**src/rtl/hpp_pkg.sv**
```systemverilog
package hpp_pkg;

    typedef enum logic [0:0] {
        PWR_OFF = 1'b0,
        PWR_ON  = 1'b1
    } pwr_state_e;

    typedef struct packed {
        logic turn_on;
        logic turn_off;
    } port_cmd_t;

    // Fault has highest priority, then off, then on.
    function automatic pwr_state_e next_pwr_state(pwr_state_e cur,
                                                   logic fault,
                                                   port_cmd_t cmd);
        pwr_state_e nxt;
        if (fault)             nxt = PWR_OFF;
        else if (cmd.turn_off) nxt = PWR_OFF;
        else if (cmd.turn_on)  nxt = PWR_ON;
        else                   nxt = cur;
        return nxt;
    endfunction

endpackage

```
**src/rtl/hpp_oc_filter.sv**
```systemverilog
module hpp_oc_filter #(
    parameter int FILT_LEN = 16
) (
    input  logic clk,
    input  logic rst,
    input  logic oc_n_async,
    output logic fault
);
    localparam int CW = (FILT_LEN > 1) ? $clog2(FILT_LEN) : 1;
    localparam logic [CW-1:0] LAST = CW'(FILT_LEN - 1);

    logic          sync1_q, sync2_q;
    logic [CW-1:0] run_q;
    logic          fault_q;

    // Two-flop synchroniser, reset to the idle (no fault) level.
    always_ff @(posedge clk) begin
        if (rst) begin
            sync1_q <= 1'b1;
            sync2_q <= 1'b1;
        end else begin
            sync1_q <= oc_n_async;
            sync2_q <= sync1_q;
        end
    end

    // Consecutive-low run counter, saturating at FILT_LEN-1.
    always_ff @(posedge clk) begin
        if (rst) begin
            run_q   <= '0;
            fault_q <= 1'b0;
        end else if (sync2_q) begin
            run_q   <= '0;
            fault_q <= 1'b0;
        end else begin
            if (run_q != LAST) run_q <= run_q + 1'b1;
            fault_q <= (run_q == LAST);
        end
    end

    assign fault = fault_q;

endmodule

```
**src/rtl/hpp_power_core.sv**
```systemverilog
module hpp_power_core
    import hpp_pkg::*;
#(
    parameter int NPORTS = 4
) (
    input  logic              clk,
    input  logic              rst,
    input  logic              gang_mode,
    input  logic [NPORTS-1:0] on_req,
    input  logic [NPORTS-1:0] off_req,
    input  logic [NPORTS-1:0] fault,
    output logic [NPORTS-1:0] pwr_en_n,
    output logic [NPORTS-1:0] eff_fault
);
    logic group_fault, group_on, group_off;

    assign group_fault = |fault;
    assign group_on    = |on_req;
    assign group_off   = |off_req;

    for (genvar p = 0; p < NPORTS; p++) begin : g_port
        pwr_state_e state_q;
        port_cmd_t  cmd;
        logic       flt;

        always_comb begin
            if (gang_mode) begin
                flt          = group_fault;
                cmd.turn_on  = group_on;
                cmd.turn_off = group_off;
            end else begin
                flt          = fault[p];
                cmd.turn_on  = on_req[p];
                cmd.turn_off = off_req[p];
            end
        end

        always_ff @(posedge clk) begin
            if (rst) state_q <= PWR_OFF;
            else     state_q <= next_pwr_state(state_q, flt, cmd);
        end

        assign pwr_en_n[p]  = (state_q != PWR_ON);
        assign eff_fault[p] = flt;
    end

endmodule

```
**src/rtl/hpp_change_tracker.sv**
```systemverilog
module hpp_change_tracker #(
    parameter int NPORTS = 4
) (
    input  logic              clk,
    input  logic              rst,
    input  logic [NPORTS-1:0] status,
    input  logic [NPORTS-1:0] ack,
    output logic [NPORTS-1:0] changed
);
    logic [NPORTS-1:0] status_q;
    logic [NPORTS-1:0] changed_q;

    // A new edge on status takes priority over an acknowledge.
    always_ff @(posedge clk) begin
        if (rst) begin
            status_q  <= '0;
            changed_q <= '0;
        end else begin
            status_q  <= status;
            changed_q <= (changed_q & ~ack) | (status ^ status_q);
        end
    end

    assign changed = changed_q;

endmodule

```
**src/rtl/port_power_ctrl.sv**
```systemverilog
module port_power_ctrl #(
    parameter int NPORTS   = 4,
    parameter int FILT_LEN = 16
) (
    input  logic              clk,
    input  logic              rst,
    input  logic              gang_mode,
    input  logic [NPORTS-1:0] on_req,
    input  logic [NPORTS-1:0] off_req,
    input  logic [NPORTS-1:0] oc_n,
    input  logic [NPORTS-1:0] chg_ack,
    output logic [NPORTS-1:0] pwr_en_n,
    output logic [NPORTS-1:0] oc_status,
    output logic [NPORTS-1:0] oc_change
);
    logic [NPORTS-1:0] filt_fault;

    for (genvar p = 0; p < NPORTS; p++) begin : g_filt
        hpp_oc_filter #(.FILT_LEN(FILT_LEN)) u_filt (
            .clk        (clk),
            .rst        (rst),
            .oc_n_async (oc_n[p]),
            .fault      (filt_fault[p])
        );
    end

    hpp_power_core #(.NPORTS(NPORTS)) u_core (
        .clk       (clk),
        .rst       (rst),
        .gang_mode (gang_mode),
        .on_req    (on_req),
        .off_req   (off_req),
        .fault     (filt_fault),
        .pwr_en_n  (pwr_en_n),
        .eff_fault (oc_status)
    );

    hpp_change_tracker #(.NPORTS(NPORTS)) u_chg (
        .clk     (clk),
        .rst     (rst),
        .status  (oc_status),
        .ack     (chg_ack),
        .changed (oc_change)
    );

endmodule

```
**config.mk**
```make
export PLATFORM = sky130hd
export DESIGN_NAME = port_power_ctrl
export DESIGN_NICKNAME = d
export VERILOG_FILES = /design/src/rtl/hpp_pkg.sv /design/src/rtl/hpp_oc_filter.sv /design/src/rtl/hpp_power_core.sv /design/src/rtl/hpp_change_tracker.sv /design/src/rtl/port_power_ctrl.sv
export SDC_FILE = /design/constraint.sdc
export NUM_CORES = 1
export LEC_CHECK = 0
export BUFFER_PORTS_ARGS = -buffer_cell sky130_fd_sc_hd__buf_4
export CAP_MARGIN = 20
export CORE_UTILIZATION = 35
export CTS_CLUSTER_SIZE = 12
export DETAILED_ROUTE_END_ITERATION = 7
export GPL_ROUTABILITY_DRIVEN = 0
export MAX_ROUTING_LAYER = met4
export PLACE_DENSITY = 0.59
export SLEW_MARGIN = 30
export SYNTH_ARGS = -nofsm -noshare
export SYNTH_HDL_FRONTEND = slang
export SYNTH_SLANG_ARGS = --single-unit
export TNS_END_PERCENT = 5
```
**constraint.sdc**
```tcl
create_clock -name clk -period 1.8 [get_ports clk]
set_input_delay 0.09 -clock clk [delete_from_list [all_inputs] [get_ports clk]]
set_output_delay 0.09 -clock clk [all_outputs]
set_load 0.1 [all_outputs]
```
==> results by group, run 1 <==
STA
  – Fmax: 577.0 MHz
  – Count of final hold-check violations: 0
  – RSZ-0062 raised after global routing: false
  – Final Max Tran Viols: 0
  – Skew final: 0.004420 ns
  – Fin Setup TNS: 0 ns
  – Worst Max-Slew Pin Slew: 0.5947 ns
  – Worst rel slew slack: 0.5999
  – Final setup viols: 0
  – Tcrit/Tclk final: 0.9629
  – Post-route setup slack: 0.06678 ns
  – Min Tclk post-route: 1.733 ns

CTS
  – CTS root buf: clkbuf_8
  – TritonCTS Sinks: 40
  – Post-CTS Setup Inserts: 0
  – Hold Buf Count CTS: 7
  – Clock transition at path regs: 0.08 ns
  – Clk_lat worst skew: 0.29 ns
  – H-tree Lvls: 2
  – TritonCTS buffer count: 5
  – Clock Path Buffers: 2
  – CTS tree: built
  – Post_cts resized: 0

Synth
  – Gate Count Post-Synth: 170
  – Register area share after synthesis: 0.4912
  – Synthesized area: 1630 sq um
  – Syn avg cell area: 9.590 sq um
  – Syn nets: 193
  – Synth top area share: 0.4912
  – Synth cell types: 32
  – Area leader, netlist: dfxtp_1
  – Synth Warn #: 0
  – Top cells by area, synth: dfxtp_1 (49%), nor3_1 (4.9%), nor2_1 (4.8%)
  – Yosys reg bits: 40

Worst setup path
  – Critical Path AT: 1.64 ns
  – Crit-path cells: or4_4 -> o21ai_2 -> inv_2 -> buf_4
  – Crit-path slowest cell: or4_4
  – Crit path kind: reg -> out
  – Top cell family by delay on the critical path: simple AND/OR/NAND/NOR gates
  – Worst EP required: 1.71 ns
  – CP bufs+invs: 2
  – Worst path max stage delay: 0.58 ns
  – Crit. End Element: primary output
  – Crit-path max FO: 5
  – Startpoint types: register

Layout
  – Commonest non-fill, non-tap cell in the layout: dfxtp_1
  – Area Growth Syn to Fin: 25.86%
  – # diodes: 0
  – Nets: 228
  – Final core occ: 0.4649
  – Fill count: 416
  – Layout cells sized above 1: 0.2864
  – Sequential Area: 800.8 sq um
  – Commonest non-fill, non-tap cells in the layout: dfxtp_1 (40), buf_4 (30), nor2_1 (21)
  – Multi-input logic area: 745.7 sq um

Route
  – Vias/cell: 5.182
  – ANT nets after route: 0
  – Post-route DRC: 0
  – Detailed Route Iter0 Violations: 81
  – DR pass1 iterations: 4
  – Avg WL per Cell: 12.00 um
  – Vias: 1337
  – DRT Wirelength: 3095 um

Outcome
  – Outcome: completed

Power
  – Peak supply drop: 0.3405 mV
  – Static leakage: 0.8241 nW
  – Power Density: 869.0 nW/um^2

Die
  – CORE AREA: 4414 sq um
  – Initial Util: 0.3693
  – Die area: 4935 sq um
  – Die H: 70.25 um
  – Io pins: 31
  – Row count: 24
  – Die W: 70.25 um

Place
  – Port Buffers: 30
  – Pre-CTS setup slack: 0.2521 ns
  – Post-DP HPWL: 2173 um

Run
  – Max_cap viols: 0

GRT
  – First-pass GRT wire length: 5292 um
  – Total grt overflow: 0
  – Initial antenna violation count: 0
  – Vias in the first global route: 1219
  – GRT Total Usage: 0.1396
  – Largest net degree at the start of global routing: 39

Worst hold path
  – Worst min path class: in -> reg
-- path summary, 6_finish.rpt --
| check | startpoint | end | slack [ns] | cells after the start |
|---|---|---|---|---|
| worst max-delay path | g_filt[1].u_filt.fault | oc_status[3] | 0.07 | 4 |
| worst min-delay path | off_req[2] | u_core.g_port[2].state_q | 0.09 | 4 |
| worst max register to register | g_filt[1].u_filt.fault | u_core.g_port[1].state_q | 0.22 | 4 |
| worst min register to register | g_filt[2].u_filt.sync1_q | g_filt[2].u_filt.sync2_q | 0.41 | 1 |
-- registers in the layout (all words and copies together) (netlist names) --
register,flops
u_chg.changed,4
g_filt.u_filt.run_q,16
g_filt.u_filt.fault,4
u_chg.status_q,4
g_filt.u_filt.sync1_q,4
g_filt.u_filt.sync2_q,4
u_core.g_port.state_q,4
-- synthesized netlist by cell type --
| cell type | n |
|---|---|
| o21ai_0 | 1 |
| xnor2_1 | 4 |
| o31a_1 | 4 |
| a31o_2 | 1 |
| a311oi_1 | 1 |
| mux2i_1 | 4 |
| nand3_1 | 8 |
| a2111oi_2 | 3 |
| a211oi_1 | 3 |
| inv_2 | 3 |
| o31ai_1 | 1 |
| nor2b_1 | 4 |
| ha_1 | 4 |
| o31a_2 | 1 |
| or2_2 | 9 |
| dfxtp_1 | 40 |
| a2111oi_0 | 4 |
| o21ai_2 | 3 |
| nand2b_1 | 1 |
| o311ai_0 | 1 |
| nor3_1 | 16 |
| buf_4 | 4 |
| or4_4 | 1 |
| clkbuf_1 | 4 |
| nand2_1 | 3 |
| nor2_1 | 21 |
| nor4b_1 | 4 |
| inv_1 | 6 |
| a31oi_1 | 4 |
| nor4_1 | 5 |
| o21bai_1 | 1 |
| buf_2 | 1 |
-- worst register-to-register path, delay by kind of cell, from the launching register on --
kind | cells | cell delay (ns)
simple gates | 1 | 0.58
compound gates | 2 | 0.46
flops | 1 | 0.36
buf+inv | 1 | 0.07
-- per-layer routing --
| layer | vias up | global-route usage | part of all wire |
|---|---|---|---|
| li1 | 682 | - | - |
| met1 | 619 | 0.1608 | 0.46 |
| met2 | 30 | 0.2190 | 0.47 |
| met3 | 6 | 0.05772 | 0.057 |
| met4 | 0 | 0.04667 | 0.014 |
| met5 | - | - | 0 |
-- cell families after synthesis --
family / synth area share
flip-flops: 0.4912
multiplexers: 0.02456
XOR/XNOR: 0.02149
buffers and inverters: 0.05141
AND/OR/NAND/NOR: 0.2302
AO/OA/AOI/OAI: 0.1504
adder cells (fa/ha/maj): 0.03070
-- through the flow --
| stage | instance area [sq um] | total power [W] | instances | hold slack [ns] |
|---|---|---|---|---|
| final | 2052 | 0.001783 | 258 | 0.08605 |
| after global routing | 2052 | 0.001852 | 258 | 0.08671 |
| after floorplan | 1630 | 0.001014 | 170 | 0.1861 |
| after detailed placement | 1871 | 0.001068 | 243 | 0.2776 |
| after global placement | 1871 | 0.001066 | 243 | 0.2750 |
| after CTS | 2052 | 0.001804 | 258 | 0.08833 |
-- power by group --
group	internal (W)	leakage [nW]	total [W]	switching, W
clock	0.000410	0.0541	0.000723	0.000313
combinational	0.0000642	0.445	0.000149	0.0000846
sequential	0.000900	0.325	0.000911	0.0000112
-- layout make-up --
type                            instances  area share
Clock buffer                            5     0.03354
Tap cell                               52     0.03171
Clock inverter                          3     0.02073
Inverter                                9     0.01646
Timing Repair Buffer                   37      0.1439
Multi-Input combinational cell        112      0.3634
Sequential cell                        40      0.3902
No activity file was read; power rests on OpenSTA's default activity.
==> run 2: changes to the inputs <==
--- a/config.mk
+++ b/config.mk
@@ -12,7 +12,6 @@
 export DETAILED_ROUTE_END_ITERATION = 7
 export GPL_ROUTABILITY_DRIVEN = 0
 export MAX_ROUTING_LAYER = met4
-export PLACE_DENSITY = 0.59
 export SLEW_MARGIN = 30
 export SYNTH_ARGS = -nofsm -noshare
 export SYNTH_HDL_FRONTEND = slang
==> run 2 against run 1 <==
Clock-buffer cell count increased by 3. Cell count unchanged. Fmax increased by 0.91%. Non-clock buffer count unchanged. Register-to-register slack improved by 0.07 ns. Via count decreased by 3.7%. Sequential share of layout area increased by 0.41 points. Sequential power about the same. First-iteration DRC count decreased by 41%. Largest cell class unchanged. Largest power group unchanged.
==> results by group, run 2 (synthesized netlist as in run 1, its figures left out) <==
Outcome
  – Outcome: completed

Die
  – Io pins: 31 (unchanged)
  – Initial Util: 0.3693 (unchanged)
  – Die W: 70.25 um (unchanged)
  – Die H: 70.25 um (unchanged)
  – Die area: 4935 sq um (unchanged)
  – Row count: 24 (unchanged)
  – CORE AREA: 4414 sq um (unchanged)

STA
  – Final setup viols: 0 (unchanged)
  – Worst rel slew slack: 0.5694 (-0.03044)
  – Fmax: 582.2 MHz (+0.91%)
  – Min Hold Slack: 0.06765 ns (-0.01840 ns)
  – Tcrit/Tclk final: 0.9543 (-0.008640)
  – RSZ-0062 raised after global routing: false
  – Fin Setup TNS: 0 ns (unchanged)
  – Count of final hold-check violations: 0 (unchanged)
  – Min Tclk post-route: 1.718 ns (-0.01555 ns)
  – Worst Max-Slew Pin Slew: 0.6400 ns (+0.04524 ns)
  – Final Max Tran Viols: 0 (unchanged)
  – Skew final: 0.002858 ns (-0.001562 ns)

Route
  – DR pass1 iterations: 4 (unchanged)
  – DRT Wirelength: 2937 um (-5.1%)
  – Post-route DRC: 0 (unchanged)
  – ANT nets after route: 0 (unchanged)
  – Vias/cell: 4.992 (-3.7%)
  – Vias: 1288 (-3.7%)
  – Avg WL per Cell: 11.38 um (-5.1%)
  – Detailed Route Iter0 Violations: 48 (-41%)

Worst setup path
  – R2R Setup Slk: 0.29 ns (+0.07 ns)
  – Reg2reg end: u_core.g_port[0].state_q
  – Worst EP required: 1.71 ns (about the same)
  – Startpoint types: register
  – Worst r2r src: g_filt[1].u_filt.fault
  – Crit path kind: reg -> out
  – Crit. End Element: primary output
  – Crit-path cells: or4_4 -> o21ai_2 -> inv_2 -> buf_4
  – Path depth of the worst reg2reg path: 4 (unchanged)
  – Critical Path AT: 1.63 ns (about the same)
  – Crit-path max FO: 5 (unchanged)
  – Crit-path slowest cell: or4_4
  – Worst path max stage delay: 0.58 ns (about the same)

CTS
  – TritonCTS buffer count: 5 (unchanged)
  – CTS root buf: clkbuf_8
  – Clk_lat worst skew: 0.29 ns (about the same)
  – H-tree Lvls: 2 (unchanged)
  – TritonCTS Sinks: 40 (unchanged)
  – CTS tree: built
  – Clock transition at path regs: 0.07 ns (about the same)
  – Clock Path Buffers: 2 (unchanged)

GRT
  – Vias in the first global route: 1141 (-6.4%)
  – GRT Total Usage: 0.1329 (-0.006698)
  – Largest net degree at the start of global routing: 39 (unchanged)
  – Initial antenna violation count: 0 (unchanged)
  – Total grt overflow: 0 (unchanged)
  – First-pass GRT wire length: 4933 um (-6.8%)

Layout
  – Commonest non-fill, non-tap cells in the layout: dfxtp_1 (40), buf_4 (30), nor2_1 (21)
  – Area Growth Syn to Fin: 24.56%
  – Layout cells sized above 1: 0.2767 (-0.009709)
  – Fill count: 424 (+1.9%)
  – Top reg by flops: g_filt.u_filt.run_q
  – Final Instance Count excl. Fillers: 258 (unchanged)
  – Sequential Area: 800.8 sq um (unchanged)
  – Multi-input logic area: 745.7 sq um (unchanged)
  – Commonest non-fill, non-tap cell in the layout: dfxtp_1
  – Max reg flops: 16 (unchanged)
  – Nets: 228 (unchanged)
  – # diodes: 0 (unchanged)

Place
  – Port Buffers: 30 (unchanged)
  – Post-DP HPWL: 2025 um (-6.8%)
  – DP Cell Count: 243 (unchanged)

Power
  – Power Density: 815.1 nW/um^2 (-6.2%)
  – Total power: 0.001655 W (-7.2%)
  – Peak supply drop: 0.4893 mV (+44%)
  – Static leakage: 0.8155 nW (-1.0%)

Worst hold path
  – WHS Endpoint: u_core.g_port[2].state_q
  – Hold Startpoint: off_req[2]
  – Worst min path class: in -> reg
  – Hold Path Depth: 4 (unchanged)

Run
  – Max_cap viols: 0 (unchanged)
-- run 2: cell count changes in the layout (fill, tap and decap cells not counted), sizes merged --
cell | before | now
clkinv | 1 | 0
clkinvlp | 1 | 0
clkbuf | 5 | 8
bufinv | 1 | 0
-- run 2: repair_timing --
| action | 4_1_cts | 5_1_grt |
|---|---|---|
| endpoints found under the hold margin | 7 | 0 |
| setup buffers | 0 | 0 |
| hold buffers | 7 | 0 |
| gates resized for setup | 0 | 0 |
-- run 2: metal layers --
metal	vias up	routed length (um)	share of wire	GRT usage
li1	681	-	-	-
met1	574	1511	0.51	0.1694
met2	28	1226	0.42	0.1820
met3	5	148	0.050	0.05916
met4	0	51	0.017	0.05333
met5	-	0	0	-
-- run 2: stage by stage --
step	instance area [sq um]	setup slack, ns	utilization
2_1_floorplan	1630	0.1753	-
6_report	2031	0.08233	0.4600
5_1_grt	2031	0.01755	0.4600
3_5_place_dp	1871	0.3003	0.4238
4_1_cts	2031	0.06044	0.4600
3_3_place_gp	1871	0.3146	0.4238
-- run 2: layout make-up --
class                      instances  area share
multi-input combinational        112      0.3672
timing repair buffer              37      0.1454
sequential                        40      0.3943
tap                               52     0.03204
clock buffer                       8     0.04436
inverter                           9     0.01664
-- run 2: worst max path at each step --
stage | start | end | slack, ns | cells past startpoint
floorplan | u_chg.changed[2] | u_chg.changed[2] | 0.18 | 3
CTS | g_filt[1].u_filt.fault | oc_status[1] | 0.06 | 4
detailed placement | g_filt[1].u_filt.fault | u_core.g_port[1].state_q | 0.30 | 4
global placement | g_filt[1].u_filt.fault | u_core.g_port[1].state_q | 0.31 | 4
finish | g_filt[1].u_filt.fault | oc_status[1] | 0.08 | 4
global route | g_filt[1].u_filt.fault | oc_status[0] | 0.02 | 4
-- run 2: critical path, delay by kind of cell, from the launching register on --
kind                   cells  cell delay, ns
AND/OR/NAND/NOR            1            0.58
flip-flops                 1            0.36
AO/OA/AOI/OAI              1            0.11
buffers and inverters      2            0.29
-- run 2: power by group --
part           switching (W)  leakage, nW  internal [W]
Sequential         0.0000108        0.325      0.000901
Combinational      0.0000827        0.445     0.0000642
Clock               0.000284       0.0455      0.000312
==> run 3: changes to the inputs <==
--- a/config.mk
+++ b/config.mk
@@ -7,6 +7,7 @@
 export LEC_CHECK = 0
 export BUFFER_PORTS_ARGS = -buffer_cell sky130_fd_sc_hd__buf_4
 export CAP_MARGIN = 20
+export CORE_MARGIN = 2
 export CORE_UTILIZATION = 35
 export CTS_CLUSTER_SIZE = 12
 export DETAILED_ROUTE_END_ITERATION = 7
==> run 3 against run 2 <==
Non-clock buffer count unchanged. Wire length up 0.85%. Largest cell class unchanged. Critical path depth unchanged. Design area up 0.12%. Sequential power about the same. First-iteration DRC count down 21%. Cell count unchanged. Total power up 0.51%.
==> results by group, run 3 (synthesized netlist as in run 1, its figures left out) <==
CTS
  – Post-CTS Setup Inserts: 0 (unchanged)
  – Clock transition at path regs: 0.07 ns (about the same)
  – Clock Path Buffers: 2 (unchanged)
  – TritonCTS Sinks: 40 (unchanged)
  – Clk_lat worst skew: 0.29 ns (about the same)
  – TritonCTS buffer count: 5 (unchanged)
  – CTS root buf: clkbuf_8
  – H-tree Lvls: 2 (unchanged)
  – CTS tree: built

GRT
  – Total grt overflow: 0 (unchanged)
  – First-pass GRT wire length: 5009 um (+1.5%)
  – Initial antenna violation count: 0 (unchanged)
  – GRT Total Usage: 0.1282 (-0.004706)
  – Largest net degree at the start of global routing: 39 (unchanged)
  – Vias in the first global route: 1198 (+5.0%)

STA
  – Worst Max-Slew Pin Slew: 0.5542 ns (-0.08573 ns)
  – Fin Setup TNS: 0 ns (unchanged)
  – Final setup viols: 0 (unchanged)
  – Tcrit/Tclk final: 0.9569 (+0.002604)
  – Count of final hold-check violations: 0 (unchanged)
  – Min Tclk post-route: 1.722 ns (+0.004687 ns)
  – Worst rel slew slack: 0.6271 (+0.05768)
  – RSZ-0062 raised after global routing: false
  – Final Max Tran Viols: 0 (unchanged)
  – Skew final: 0.005533 ns (+0.002675 ns)
  – Fmax: 580.6 MHz (-0.27%)

Worst setup path
  – Crit. End Element: primary output
  – Path depth of the worst reg2reg path: 4 (unchanged)
  – Worst EP required: 1.71 ns (about the same)
  – Critical Path AT: 1.63 ns (about the same)
  – Crit-path cells: or4_4 -> o21ai_2 -> inv_2 -> buf_4
  – Setup crit end: oc_status[3]
  – Crit-path slowest cell: or4_4
  – Worst path max stage delay: 0.58 ns (about the same)
  – Startpoint types: register
  – Crit-path max FO: 5 (unchanged)
  – Reg2reg end: u_core.g_port[3].state_q
  – Crit path kind: reg -> out
  – CP Launch Point: g_filt[1].u_filt.fault
  – R2R Setup Slk: 0.28 ns (about the same)
  – Worst r2r src: g_filt[1].u_filt.fault

Route
  – Avg WL per Cell: 11.48 um (+0.85%)
  – Vias/cell: 5.163 (+3.4%)
  – Vias: 1332 (+3.4%)
  – DRT Wirelength: 2962 um (+0.85%)
  – DR pass1 iterations: 4 (unchanged)
  – Detailed Route Iter0 Violations: 38 (-21%)
  – Post-route DRC: 0 (unchanged)
  – ANT nets after route: 0 (unchanged)

Power
  – Peak supply drop: 0.5636 mV (+15%)
  – Internal: 0.001270 W (-0.54%)
  – Logic pwr share: 0.089 (about the same)
  – Static leakage: 0.8209 nW (+0.67%)
  – Clock Power Share: 0.364 (+0.003)
  – Power Density: 818.2 nW/um^2 (+0.39%)
  – Switching Fraction: 0.2365 (+0.008125)
  – Sequential Power Share: 0.548 (-0.003)
  – Net Sw Power: 0.0003935 W (+4.1%)

Layout
  – Commonest non-fill, non-tap cells in the layout: dfxtp_1 (40), buf_4 (30), nor2_1 (21)
  – Fill count: 421 (-0.71%)
  – # diodes: 0 (unchanged)
  – Layout cells sized above 1: 0.2864 (+0.009709)
  – Top reg by flops: g_filt.u_filt.run_q
  – Commonest non-fill, non-tap cell in the layout: dfxtp_1
  – Final instance area: 2033 sq um (+0.12%)
  – Max reg flops: 16 (unchanged)
  – Nets: 228 (unchanged)
  – Final core occ: 0.4606 (+0.0005670)
  – Area Growth Syn to Fin: 24.71%

Die
  – Initial Util: 0.3693 (unchanged)
  – Die W: 72.25 um (+2.8%)
  – Die area: 5220 sq um (+5.8%)
  – Die H: 72.25 um (+2.8%)
  – Io pins: 31 (unchanged)
  – CORE AREA: 4414 sq um (unchanged)
  – Row count: 24 (unchanged)

Outcome
  – Outcome: completed

Run
  – Max_cap viols: 0 (unchanged)

Worst hold path
  – Hold Path Depth: 4 (unchanged)
  – Worst min path class: in -> reg

Place
  – Placed inst area: 1871 sq um (unchanged)
  – Port Buffers: 30 (unchanged)
  – Post-DP HPWL: 2012 um (-0.64%)
-- run 3: worst min path at each step --
stage | from | to | slack, ns
2_1_floorplan | off_req[0] | u_core.g_port[0].state_q | 0.19
3_3_place_gp | oc_n[2] | g_filt[2].u_filt.sync1_q | 0.28
3_5_place_dp | oc_n[2] | g_filt[2].u_filt.sync1_q | 0.28
4_1_cts | off_req[2] | u_core.g_port[2].state_q | 0.06
5_1_grt | off_req[2] | u_core.g_port[2].state_q | 0.09
6_report | off_req[2] | u_core.g_port[2].state_q | 0.08
-- run 3: final cells by class --
type	count	area (sq um)	area share
multi-input combinational	112	745.7	0.3668
clock buffer	6	82.58	0.04062
clock inverter	2	10.01	0.004923
tap	52	65.06	0.03200
timing repair buffer	37	295.3	0.1452
sequential	40	800.8	0.3938
inverter	9	33.78	0.01662
-- run 3: power by group through the flow --
stage	sequential, W	combinational [W]	clock (W)
2_1_floorplan	0.000929	0.0000845	0
3_3_place_gp	0.000932	0.000136	0
4_1_cts	0.000911	0.000148	0.000635
5_1_grt	0.000913	0.000158	0.000670
6_report	0.000911	0.000147	0.000605
3_5_place_dp	0.000932	0.000136	0
-- run 3: stage by stage --
step	hold WS (ns)	power, W	instances	worst slack, ns
floorplan	0.1861	0.001014	170	0.1753
CTS	0.06453	0.001694	258	0.05554
global route	0.09396	0.001741	258	0.002966
finish	0.07568	0.001664	258	0.07764
global placement	0.2754	0.001069	243	0.3309
detailed placement	0.2777	0.001068	243	0.2796
-- run 3: metal layers --
layer  share of wire  global-route usage
met4           0.016             0.05031
met3           0.070             0.05694
met5               0                   -
met1            0.48              0.1561
met2            0.43              0.1855
-- run 3: worst max-delay path: cells and delay by family (launching register included) --
family / cells / cell delay [ns]
buffers and inverters: 2 / 0.29
AND/OR/NAND/NOR: 1 / 0.58
flip-flops: 1 / 0.36
AO/OA/AOI/OAI: 1 / 0.11
-- run 3: timing repair --
item | in CTS | in global routing
endpoints found under the hold margin | 7 | 0
hold buffers | 7 | 0
resized for setup | 0 | 0
